$ cat src/rtl/spr_chk_pkg.sv
package spr_chk_pkg;

    localparam int SPR_FIXUP  = 1;
    localparam int SPR_LINK   = 8;
    localparam int SPR_COUNT  = 9;
    localparam int SPR_DECR   = 22;
    localparam int SPR_SAVE0  = 26;
    localparam int SPR_SAVE1  = 27;
    localparam int SPR_TBASE  = 268;
    localparam int SPR_HSCR   = 304;

    typedef struct packed {
        logic defined;
        logic rd_user;
        logic wr_user;
        logic rd_sup;
        logic wr_sup;
        logic rd_hyp;
        logic wr_hyp;
        logic slow;
        logic pmu;
    } spr_attr_t;

    typedef enum logic [1:0] {
        OUT_EXEC = 2'd0,
        OUT_NOP  = 2'd1,
        OUT_TRAP = 2'd2
    } outcome_e;

    typedef enum logic [2:0] {
        ST_IDLE    = 3'd0,
        ST_RD_FWD  = 3'd1,
        ST_RD_LATE = 3'd2,
        ST_WR_DONE = 3'd3,
        ST_NOP     = 3'd4,
        ST_TRAP    = 3'd5
    } state_e;

endpackage

$ cat src/rtl/spr_table.sv
module spr_table
    import spr_chk_pkg::*;
#(
    parameter int SPR_W    = 10,
    parameter int PMU_BASE = 776,
    parameter int PMU_CNT  = 8
) (
    input  logic [SPR_W-1:0] spr_num,
    output spr_attr_t        attr
);
    localparam int PMU_LAST = PMU_BASE + PMU_CNT - 1;

    logic in_pmu;
    assign in_pmu = (int'(spr_num) >= PMU_BASE) && (int'(spr_num) <= PMU_LAST);

    always_comb begin
        attr = '0;
        case (int'(spr_num))
            SPR_FIXUP, SPR_LINK, SPR_COUNT: begin
                attr.defined = 1'b1;
                attr.rd_user = 1'b1;  attr.wr_user = 1'b1;
                attr.rd_sup  = 1'b1;  attr.wr_sup  = 1'b1;
                attr.rd_hyp  = 1'b1;  attr.wr_hyp  = 1'b1;
            end
            SPR_TBASE: begin
                attr.defined = 1'b1;
                attr.rd_user = 1'b1;
                attr.rd_sup  = 1'b1;
                attr.rd_hyp  = 1'b1;
                attr.slow    = 1'b1;
            end
            SPR_DECR: begin
                attr.defined = 1'b1;
                attr.rd_sup  = 1'b1;  attr.wr_sup  = 1'b1;
                attr.rd_hyp  = 1'b1;  attr.wr_hyp  = 1'b1;
                attr.slow    = 1'b1;
            end
            SPR_SAVE0, SPR_SAVE1: begin
                attr.defined = 1'b1;
                attr.rd_sup  = 1'b1;  attr.wr_sup  = 1'b1;
                attr.rd_hyp  = 1'b1;  attr.wr_hyp  = 1'b1;
            end
            SPR_HSCR: begin
                attr.defined = 1'b1;
                attr.rd_hyp  = 1'b1;  attr.wr_hyp  = 1'b1;
            end
            default: begin
                if (in_pmu) begin
                    attr.defined = 1'b1;
                    attr.rd_user = 1'b1;
                    attr.rd_sup  = 1'b1;  attr.wr_sup  = 1'b1;
                    attr.rd_hyp  = 1'b1;  attr.wr_hyp  = 1'b1;
                    attr.pmu     = 1'b1;
                end
            end
        endcase
    end

endmodule

$ cat src/rtl/spr_classify.sv
module spr_classify
    import spr_chk_pkg::*;
#(
    parameter int SPR_W = 10
) (
    input  logic [SPR_W-1:0] spr_num,
    input  logic             is_write,
    input  logic [1:0]       priv,
    input  logic             virt_trap_en,
    input  spr_attr_t        attr,
    output outcome_e         outcome
);
    localparam int RSV_N = 4;
    localparam int RSV_CODES [RSV_N] = '{0, 4, 5, 6};

    logic is_user, is_sup, is_hyp;
    logic rsv_hit, permit;

    assign is_user = (priv == 2'b00);
    assign is_sup  = (priv == 2'b01);
    assign is_hyp  = priv[1];

    always_comb begin
        rsv_hit = 1'b0;
        for (int i = 0; i < RSV_N; i++) begin
            if (int'(spr_num) == RSV_CODES[i]) rsv_hit = 1'b1;
        end
    end

    always_comb begin
        if (is_write)
            permit = is_user ? attr.wr_user : (is_sup ? attr.wr_sup : attr.wr_hyp);
        else
            permit = is_user ? attr.rd_user : (is_sup ? attr.rd_sup : attr.rd_hyp);
    end

    always_comb begin
        if (rsv_hit && !is_user)
            outcome = OUT_TRAP;
        else if (permit)
            outcome = OUT_EXEC;
        else if (is_user)
            outcome = OUT_TRAP;
        else if (is_hyp)
            outcome = virt_trap_en ? OUT_TRAP : OUT_NOP;
        else
            outcome = OUT_NOP;
    end

endmodule

$ cat src/rtl/spr_irq_gate.sv
module spr_irq_gate (
    input  logic       clk,
    input  logic       rst_n,
    input  logic [1:0] priv,
    input  logic       pending,
    input  logic       enable,
    input  logic       hv_disable,
    output logic       irq_valid
);
    logic masked;
    assign masked    = hv_disable && priv[1];
    assign irq_valid = pending && enable && !masked;

    // the disable bit never masks in user state
    p_user_unmasked_r10: assert property (@(posedge clk) disable iff (!rst_n)
        (pending && enable && priv == 2'b00) |-> irq_valid);

endmodule

$ cat src/rtl/spr_access_check.sv
module spr_access_check
    import spr_chk_pkg::*;
#(
    parameter int SPR_W    = 10,
    parameter int PMU_BASE = 776,
    parameter int PMU_CNT  = 8
) (
    input  logic             clk,
    input  logic             rst_n,
    input  logic             req_valid,
    input  logic             req_is_write,
    input  logic [SPR_W-1:0] req_spr,
    input  logic [1:0]       priv_mode,
    input  logic             virt_trap_en,
    input  logic             stall,
    input  logic             ext_irq_pending,
    input  logic             ext_irq_enable,
    input  logic             ext_irq_hv_dis,
    output logic             hv_emul_irq,
    output logic             gpr_wr_en,
    output logic             fwd_allow,
    output logic             ext_irq_valid
);
    spr_attr_t attr;
    outcome_e  outcome;
    state_e    state_q, state_d;

    spr_table #(.SPR_W(SPR_W), .PMU_BASE(PMU_BASE), .PMU_CNT(PMU_CNT)) u_table (
        .spr_num (req_spr),
        .attr    (attr)
    );

    spr_classify #(.SPR_W(SPR_W)) u_classify (
        .spr_num      (req_spr),
        .is_write     (req_is_write),
        .priv         (priv_mode),
        .virt_trap_en (virt_trap_en),
        .attr         (attr),
        .outcome      (outcome)
    );

    spr_irq_gate u_gate (
        .clk        (clk),
        .rst_n      (rst_n),
        .priv       (priv_mode),
        .pending    (ext_irq_pending),
        .enable     (ext_irq_enable),
        .hv_disable (ext_irq_hv_dis),
        .irq_valid  (ext_irq_valid)
    );

    always_comb begin
        state_d = ST_IDLE;
        if (req_valid && !stall) begin
            unique case (outcome)
                OUT_EXEC: begin
                    if (req_is_write)
                        state_d = ST_WR_DONE;
                    else if (attr.slow || attr.pmu)
                        state_d = ST_RD_LATE;
                    else
                        state_d = ST_RD_FWD;
                end
                OUT_NOP:  state_d = ST_NOP;
                OUT_TRAP: state_d = ST_TRAP;
                default:  state_d = ST_IDLE;
            endcase
        end
    end

    always_ff @(posedge clk or negedge rst_n) begin
        if (!rst_n) state_q <= ST_IDLE;
        else        state_q <= state_d;
    end

    always_comb begin
        hv_emul_irq = 1'b0;
        gpr_wr_en   = 1'b0;
        fwd_allow   = 1'b0;
        unique case (state_q)
            ST_IDLE:    ;
            ST_RD_FWD:  begin gpr_wr_en = 1'b1; fwd_allow = 1'b1; end
            ST_RD_LATE: gpr_wr_en = 1'b1;
            ST_WR_DONE: ;
            ST_NOP:     ;
            ST_TRAP:    hv_emul_irq = 1'b1;
            default:    ;
        endcase
    end

    // no request means quiet outputs next cycle
    p_idle_quiet_r2: assert property (@(posedge clk) disable iff (!rst_n)
        !req_valid |=> (!hv_emul_irq && !gpr_wr_en && !fwd_allow));

    // stall suppresses the verdict
    p_stall_flush_r3: assert property (@(posedge clk) disable iff (!rst_n)
        stall |=> (!hv_emul_irq && !gpr_wr_en && !fwd_allow));

    // reserved numbers trap in privileged state
    p_rsv_trap_r4: assert property (@(posedge clk) disable iff (!rst_n)
        (req_valid && !stall && priv_mode != 2'b00 &&
         (req_spr == SPR_W'(0) || req_spr == SPR_W'(4) ||
          req_spr == SPR_W'(5) || req_spr == SPR_W'(6))) |=> hv_emul_irq);

    // a write never enables the general-register write
    p_write_no_we_r8: assert property (@(posedge clk) disable iff (!rst_n)
        (req_valid && req_is_write) |=> !gpr_wr_en);

    // slow and monitor registers never forward
    p_slow_nofwd_r9: assert property (@(posedge clk) disable iff (!rst_n)
        (req_valid && (attr.slow || attr.pmu)) |=> !fwd_allow);

endmodule

$ cat config.mk
export PLATFORM = sky130hd
export DESIGN_NAME = spr_access_check
export DESIGN_NICKNAME = d
export VERILOG_FILES = /design/src/rtl/spr_chk_pkg.sv /design/src/rtl/spr_table.sv /design/src/rtl/spr_classify.sv /design/src/rtl/spr_irq_gate.sv /design/src/rtl/spr_access_check.sv
export SDC_FILE = /design/constraint.sdc
export NUM_CORES = 1
export LEC_CHECK = 0
export ABC_AREA = 0
export CAP_MARGIN = 20
export CELL_PAD_IN_SITES_DETAIL_PLACEMENT = 0
export CELL_PAD_IN_SITES_GLOBAL_PLACEMENT = 1
export CORE_UTILIZATION = 24
export CTS_BUF_LIST = sky130_fd_sc_hd__clkbuf_8
export CTS_CLUSTER_SIZE = 40
export DETAILED_ROUTE_END_ITERATION = 12
export PLACE_DENSITY_LB_ADDON = 0.1
export SYNTH_ARGS = -nofsm -noshare
export SYNTH_HDL_FRONTEND = slang
export SYNTH_SLANG_ARGS = --single-unit
$ cat constraint.sdc
create_clock -name clk -period 1 [get_ports clk]
set_clock_uncertainty 0.2 [all_clocks]
set_input_delay 0.2 -clock clk [delete_from_list [all_inputs] [get_ports clk]]
set_output_delay 0.2 -clock clk [all_outputs]
set_load 0.02 [all_outputs]
Word level (Yosys, flattened, before mapping)
Cells that the tools add are included.

cells by class
  multipliers = 0
  add/sub/neg operators = 0
  order comparisons = 2
  divide/modulo/power cells = 0
  bitwise gates (word level) = 0
  reduce and logical (&&, ||, !) cells = 23
  mux-type cells = 32
  equality and inequality tests = 17
  shift operators = 0

operator list
  kind                                                                     number
  10-bit by 4-bit equality test with 1-bit output (second input constant)  5
  10-bit by 5-bit equality test with 1-bit output (second input constant)  3
  10-bit by 9-bit equality test with 1-bit output (second input constant)  2
  1-bit 2-to-1 mux                                                         18
  2-bit 2-to-1 mux                                                         7
  7-bit OR reduction                                                       2
  10-bit by 1-bit equality test with 1-bit output (second input constant)  1
  10-bit >= comparator (second input constant)                             1
  10-bit less-or-equal comparator (second input constant)                  1
  10-bit logical NOT                                                       1
  3-bit one-hot mux with 3 select lines                                    1
  1-bit one-hot mux with 2 select lines                                    4
  4-bit OR reduction                                                       2
  8-bit OR reduction                                                       1
  1-bit logical AND                                                        6
  2-bit OR reduction                                                       3
  6-bit OR reduction                                                       1
  2-bit by 1-bit equality test with 1-bit output (second input constant)   2
  2-bit logical NOT                                                        2
  4-bit 2-to-1 mux                                                         1
  3-bit by 1-bit equality test with 1-bit output (second input constant)   1
  3-bit by 2-bit equality test with 1-bit output (second input constant)   1
  3-bit equality test (second input constant)                              1
  1-bit logical NOT                                                        3
  4 further kinds                                                          4

storage, ports and cells
  input port bits = 21
  bits in writable memories = 0
  register bits = 3
  bits in latches = 0
  memories = 0
  bits in read-only memories = 0

Longest topological paths before layout
  depth in word-level cells = 12
  mapped depth = 8
  depth with buffers taken out = 8

Modules after synthesis
From an unflattened synthesis, not the netlist that was laid out.

unflattened totals
  cell total of the unflattened synthesis = 69
  area total of the unflattened synthesis = 539.3 µm²

modules (own cells, without submodules)
  module            area an instance (µm²)  times used  cells each
  spr_table         231.5                   1           34
  spr_access_check  187.7                   1           20
  spr_classify      107.6                   1           13
  spr_irq_gate      12.5                    1           2

Worst setup path after synthesis
OpenSTA, ideal clock, no wires.

  kind = input -> register
  from = input port priv_mode[0]
  to = register state_q[0]
  path buffers = 0
  stages on the path = 8
  data arrival time = 1,471 ps
  setup slack = -800 ps
  data required time = 670 ps
  cell sequence = or3b_1 > a22oi_1 > o32a_2 > nand3b_1 > and2_2 > ha_1 > o21ai_0 > a31oi_1

on the way
  word-level cells in the longest chain between the ends = 9
  elaborated cells on any way between the ends = 17
  classes of those cells = eq/ne (3); mux (10); reduce/logical (4)

ends and longest elaborated chain
  item                                                     RTL line                                text
  from (decl)                                              spr_access_check.sv:13                  input logic [1:0] priv_mode,
  2-bit by 1-bit equality test with 1-bit output           spr_classify.sv:20                      assign is_sup = (priv == 2'b01);
  1-bit 2-to-1 mux, on equally long branches (2 in a row)  spr_classify.sv:34, spr_classify.sv:32
  1-bit 2-to-1 mux                                         spr_classify.sv:31                      if (is_write)
  2-bit 2-to-1 mux                                         spr_classify.sv:40                      else if (permit)
  2-bit 2-to-1 mux *                                       spr_classify.sv:38                      if (rsv_hit && !is_user)
  2-bit equality test, or another cell as far along        spr_access_check.sv:55                  unique case (outcome)
  3-bit one-hot mux with 3 select lines *                  spr_access_check.sv:55
  3-bit 2-to-1 mux *                                       spr_access_check.sv:54                  if (req_valid && !stall) begin
  net state_d[0]                                           spr_access_check.sv:26                  state_e state_q, state_d;
  to (signal assigned)                                     spr_access_check.sv:73                  else state_q <= state_d;
  to (decl)                                                spr_access_check.sv:26

The timed path passes the listed nets; every way through them passes the cells marked *.

Worst setup path after layout
  from = input port req_spr[1]
  to = register state_q[0]

on the way
  word-level cells in the longest chain between the ends = 12
  elaborated cells on any way between the ends = 55
  classes of those cells = order compare (2); eq/ne (13); mux (26); reduce/logical (14)

ends and longest elaborated chain
  item                                                                       RTL line                                text
  from (decl)                                                                spr_access_check.sv:12                  input logic [SPR_W-1:0] req_spr,
  10-bit >= comparator or 10-bit less-or-equal comparator (tied branches)    spr_table.sv:14                         assign in_pmu = (int'(spr_num) >= PMU_BASE) && (int'(spr_num) <= PMU_LAST);
  1-bit logical AND                                                          spr_table.sv:14
  4-bit 2-to-1 mux                                                           spr_table.sv:48                         if (in_pmu) begin
  1-bit one-hot mux with 2 select lines or 1-bit 2-to-1 mux (tied branches)  spr_table.sv:18                         case (int'(spr_num))
  1-bit 2-to-1 mux, on equally long branches (2 in a row)                    spr_classify.sv:34, spr_classify.sv:32
  1-bit 2-to-1 mux                                                           spr_classify.sv:31
  2-bit 2-to-1 mux                                                           spr_classify.sv:40
  2-bit 2-to-1 mux                                                           spr_classify.sv:38
  2-bit equality test, or another cell as far along                          spr_access_check.sv:55
  3-bit one-hot mux with 3 select lines *                                    spr_access_check.sv:55
  3-bit 2-to-1 mux *                                                         spr_access_check.sv:54
  net state_d[0]                                                             spr_access_check.sv:26

Marks and branches as above.

==> out/results.txt <==
Status -> finished with violations
Failing checks -> negative hold slack, negative setup slack
Via-per-instance ratio -> 5.10
Dpl hpwl -> 911 um
Worst Path Required -> 880 ps
Syn_area_per_cell -> 7.79 um2
Post-layout min period -> 1740 ps
Clock-pin slew on the worst setup and hold paths -> 30 ps
Vias -> 561
Highest achievable clock rate -> 0.575 GHz
RSZ-0062 raised after global routing -> true
NumNets Final -> 118
Max-slew headroom -> 0.821
Hold WS -> -35.8 ps
Largest net degree at the start of global routing -> 6
Routed Wire Length -> 1350 um
Wire per inst -> 12.3 um
Clock root buffer -> clkbuf_8
Final Max Tran Viols -> 0
Net load switching power -> 0.000206 W
Fillers -> 110
Simple-Gate Fraction of Synth Area -> 0.425
Die Y -> 41.5 um
Die area -> 1720 um2
Clock power frac -> 0.444
Async S/R FF share, synth -> 1.00
Drt first pass iters -> 4
Max Buffers Root-to-Sink -> 2
Largest family of logic cells by synthesized area -> simple AND/OR/NAND/NOR gates
Final worst slack -> -739 ps
Sequential element share of the synthesized area -> 0.201
Total CTS buffers -> 3
Post-synth net total -> 70
Post-Syn Instances -> 48
Layout cells sized above 1 -> 0.642
Adder-Cell Fraction of Synth Area -> 0.0602
Hold Path Class -> in -> async
Top Registers -> state_q x3
Pwr dens -> 841 nW/um2
CP dominant cell by count -> buf_4
Syn. warnings -> 0
Final GP Congestion -> 0.752
Crit path cell chain -> clkdlybuf4s15_2, buf_4, nand4b_1, buf_4, buf_4, buf_4, buf_4, o22a_1, o21ai_2, a31oi_1
Antenna Cells -> 0
Total GRT Usage -> 0.164
Initial antenna violation count -> 0
Final period utilization -> 1.74
Total global routing overflow -> 0
Area Growth Syn to Fin -> 146%
Final Hold Viols -> 3
Most frequent cell after synthesis -> nor2_1
DRT antenna net count -> 0
DR iter-0 viols -> 11
Crit path largest cell delay -> 230 ps
Top cells by count, synth -> 6 x nor2_1, 5 x inv_1
Max Cap Violations -> 0
Post-synth EDFFs -> 0
Num ports -> 25
Yosys cell types -> 27
First-pass GRT wire length -> 2210 um
Post-synthesis compound-gate area fraction -> 0.187
Switching share of power -> 0.267
Synth Area in XOR/XNOR -> 0.0234
Critical path launch point type -> input port
Internal power -> 0.000567 W
Initial Util -> 0.271
CP Buf/Inv Count -> 6
Worst ir drop on vdd -> 0.000466 V
Critical Path AT -> 1620 ps
Setup TNS Final -> -3380 ps
Max reg flops -> 3
Synth Flop Type -> dfrtp_1
Synth area leaders -> dfrtp_1 20%, nor2_1 6.0%, nor3b_1 6.0%, mux2i_1 5.4%, inv_1 5.0%
Total core area -> 1380 um2
Slowest cell on the critical path -> clkdlybuf4s15_2
DRC -> 0
Area leader, netlist -> dfrtp_1
Dpl ws -> -1390 ps
Critical Path Source -> req_spr[1]
Post-synth top area share -> 0.201
Crit end category -> register
Seq cells post-synth -> 3
Biggest register -> state_q
Worst slew pin tran -> 266 ps
CP delay by family, top -> buffers and inverters
Design area -> 920 um2
Mapped Area -> 374 um2
Vias in the first global route -> 530
Kind of critical path -> in -> reg
Post-synthesis mux area share -> 0.0535
Logic gate share of total power -> 0.382
H-Tree Depth -> 1
Die Wd -> 41.5 um
CTS tree -> built
Placed instance area -> 751 um2
Seq pwr share -> 0.174
Critical Path Fanout Max -> 3
Setup-failing EPs final -> 7
TritonCTS Sinks -> 3
Leak -> 0.407 nW
Core Rows -> 13
I/O Buffers -> 24
cell type report:
class	count	area (um2)	share of cell area
Timing Repair Buffer	43	382	0.415
Multi-Input combinational cell	40	380	0.414
Sequential cell	3	75.1	0.0816
Clock buffer	3	41.3	0.0449
Inverter	5	18.8	0.0204
Tap cell	15	18.8	0.0204
Clock inverter	1	3.75	0.00408
cells by family after synthesis:
group	Yosys count
multiplexers	2
AND/OR/NAND/NOR	25
AO/OA/AOI/OAI	10
flip-flops	3
XOR/XNOR	1
adder cells (fa/ha/maj)	2
buffers and inverters	5
power groups by stage:
stage | registers [W] | clock network (W) | logic, W
after detailed placement | 0.000136 | 0 | 0.000248
after floorplan | 0.000135 | 0 | 0.0000871
final | 0.000135 | 0.000343 | 0.000295
after global placement | 0.000136 | 0 | 0.000248
after global routing | 0.000135 | 0.000364 | 0.000317
after CTS | 0.000135 | 0.000344 | 0.000284
path summary, 6_finish.rpt:
path	end	slack (ps)	cells after the start
worst max-delay path	state_q[0]$_DFF_PN0_	-740	10
worst min-delay path	state_q[1]$_DFF_PN0_	-40	1
max in group asynchronous	state_q[0]$_DFF_PN0_	500	1
min in group clk	state_q[0]$_DFF_PN0_	230	4
stage by stage:
step / total power [W] / util / cells
floorplan: 0.000223 / - / 48
global placement: 0.000384 / 0.543 / 97
detailed placement: 0.000384 / 0.543 / 97
CTS: 0.000762 / 0.655 / 110
global route: 0.000817 / 0.665 / 110
finish: 0.000773 / 0.665 / 110
metal layers:
layer | GRT usage | vias up | part of all wire | wire, um
met5 | 0 | - | 0 | 0
met4 | 0.0903 | 0 | 0.033 | 44
met3 | 0.0304 | 7 | 0.052 | 70
met2 | 0.266 | 24 | 0.49 | 666
met1 | 0.202 | 257 | 0.42 | 570
li1 | - | 273 | - | -
layout by cell type, fill, tap and decap left out, types with 2 or more instances in the layout:
cell type | netlist | layout
dfrtp_1 | 3 | 3
buf_8 | 0 | 3
buf_2 | 0 | 4
clkdlybuf4s15_1 | 0 | 3
buf_6 | 0 | 6
o21ai_2 | 0 | 2
nor3b_4 | 0 | 2
nand2_1 | 3 | 3
clkbuf_8 | 0 | 3
inv_1 | 5 | 4
nand3b_1 | 2 | 2
clkdlybuf4s50_1 | 0 | 4
nor2_1 | 6 | 3
mux2i_1 | 2 | 2
nand4b_1 | 2 | 2
clkbuf_2 | 0 | 2
buf_4 | 0 | 18
nor2_2 | 0 | 2
nand3_1 | 2 | 2
inv_2 | 0 | 2
clkdlybuf4s15_2 | 0 | 3
timing repair:
item	in CTS	in global routing
endpoints found under the setup margin	7	7
buffers inserted	10	0
resized for setup	93	10
pin swaps	18	9
endpoints found under the hold margin	3	3
Power figures use the tool's default switching activity.
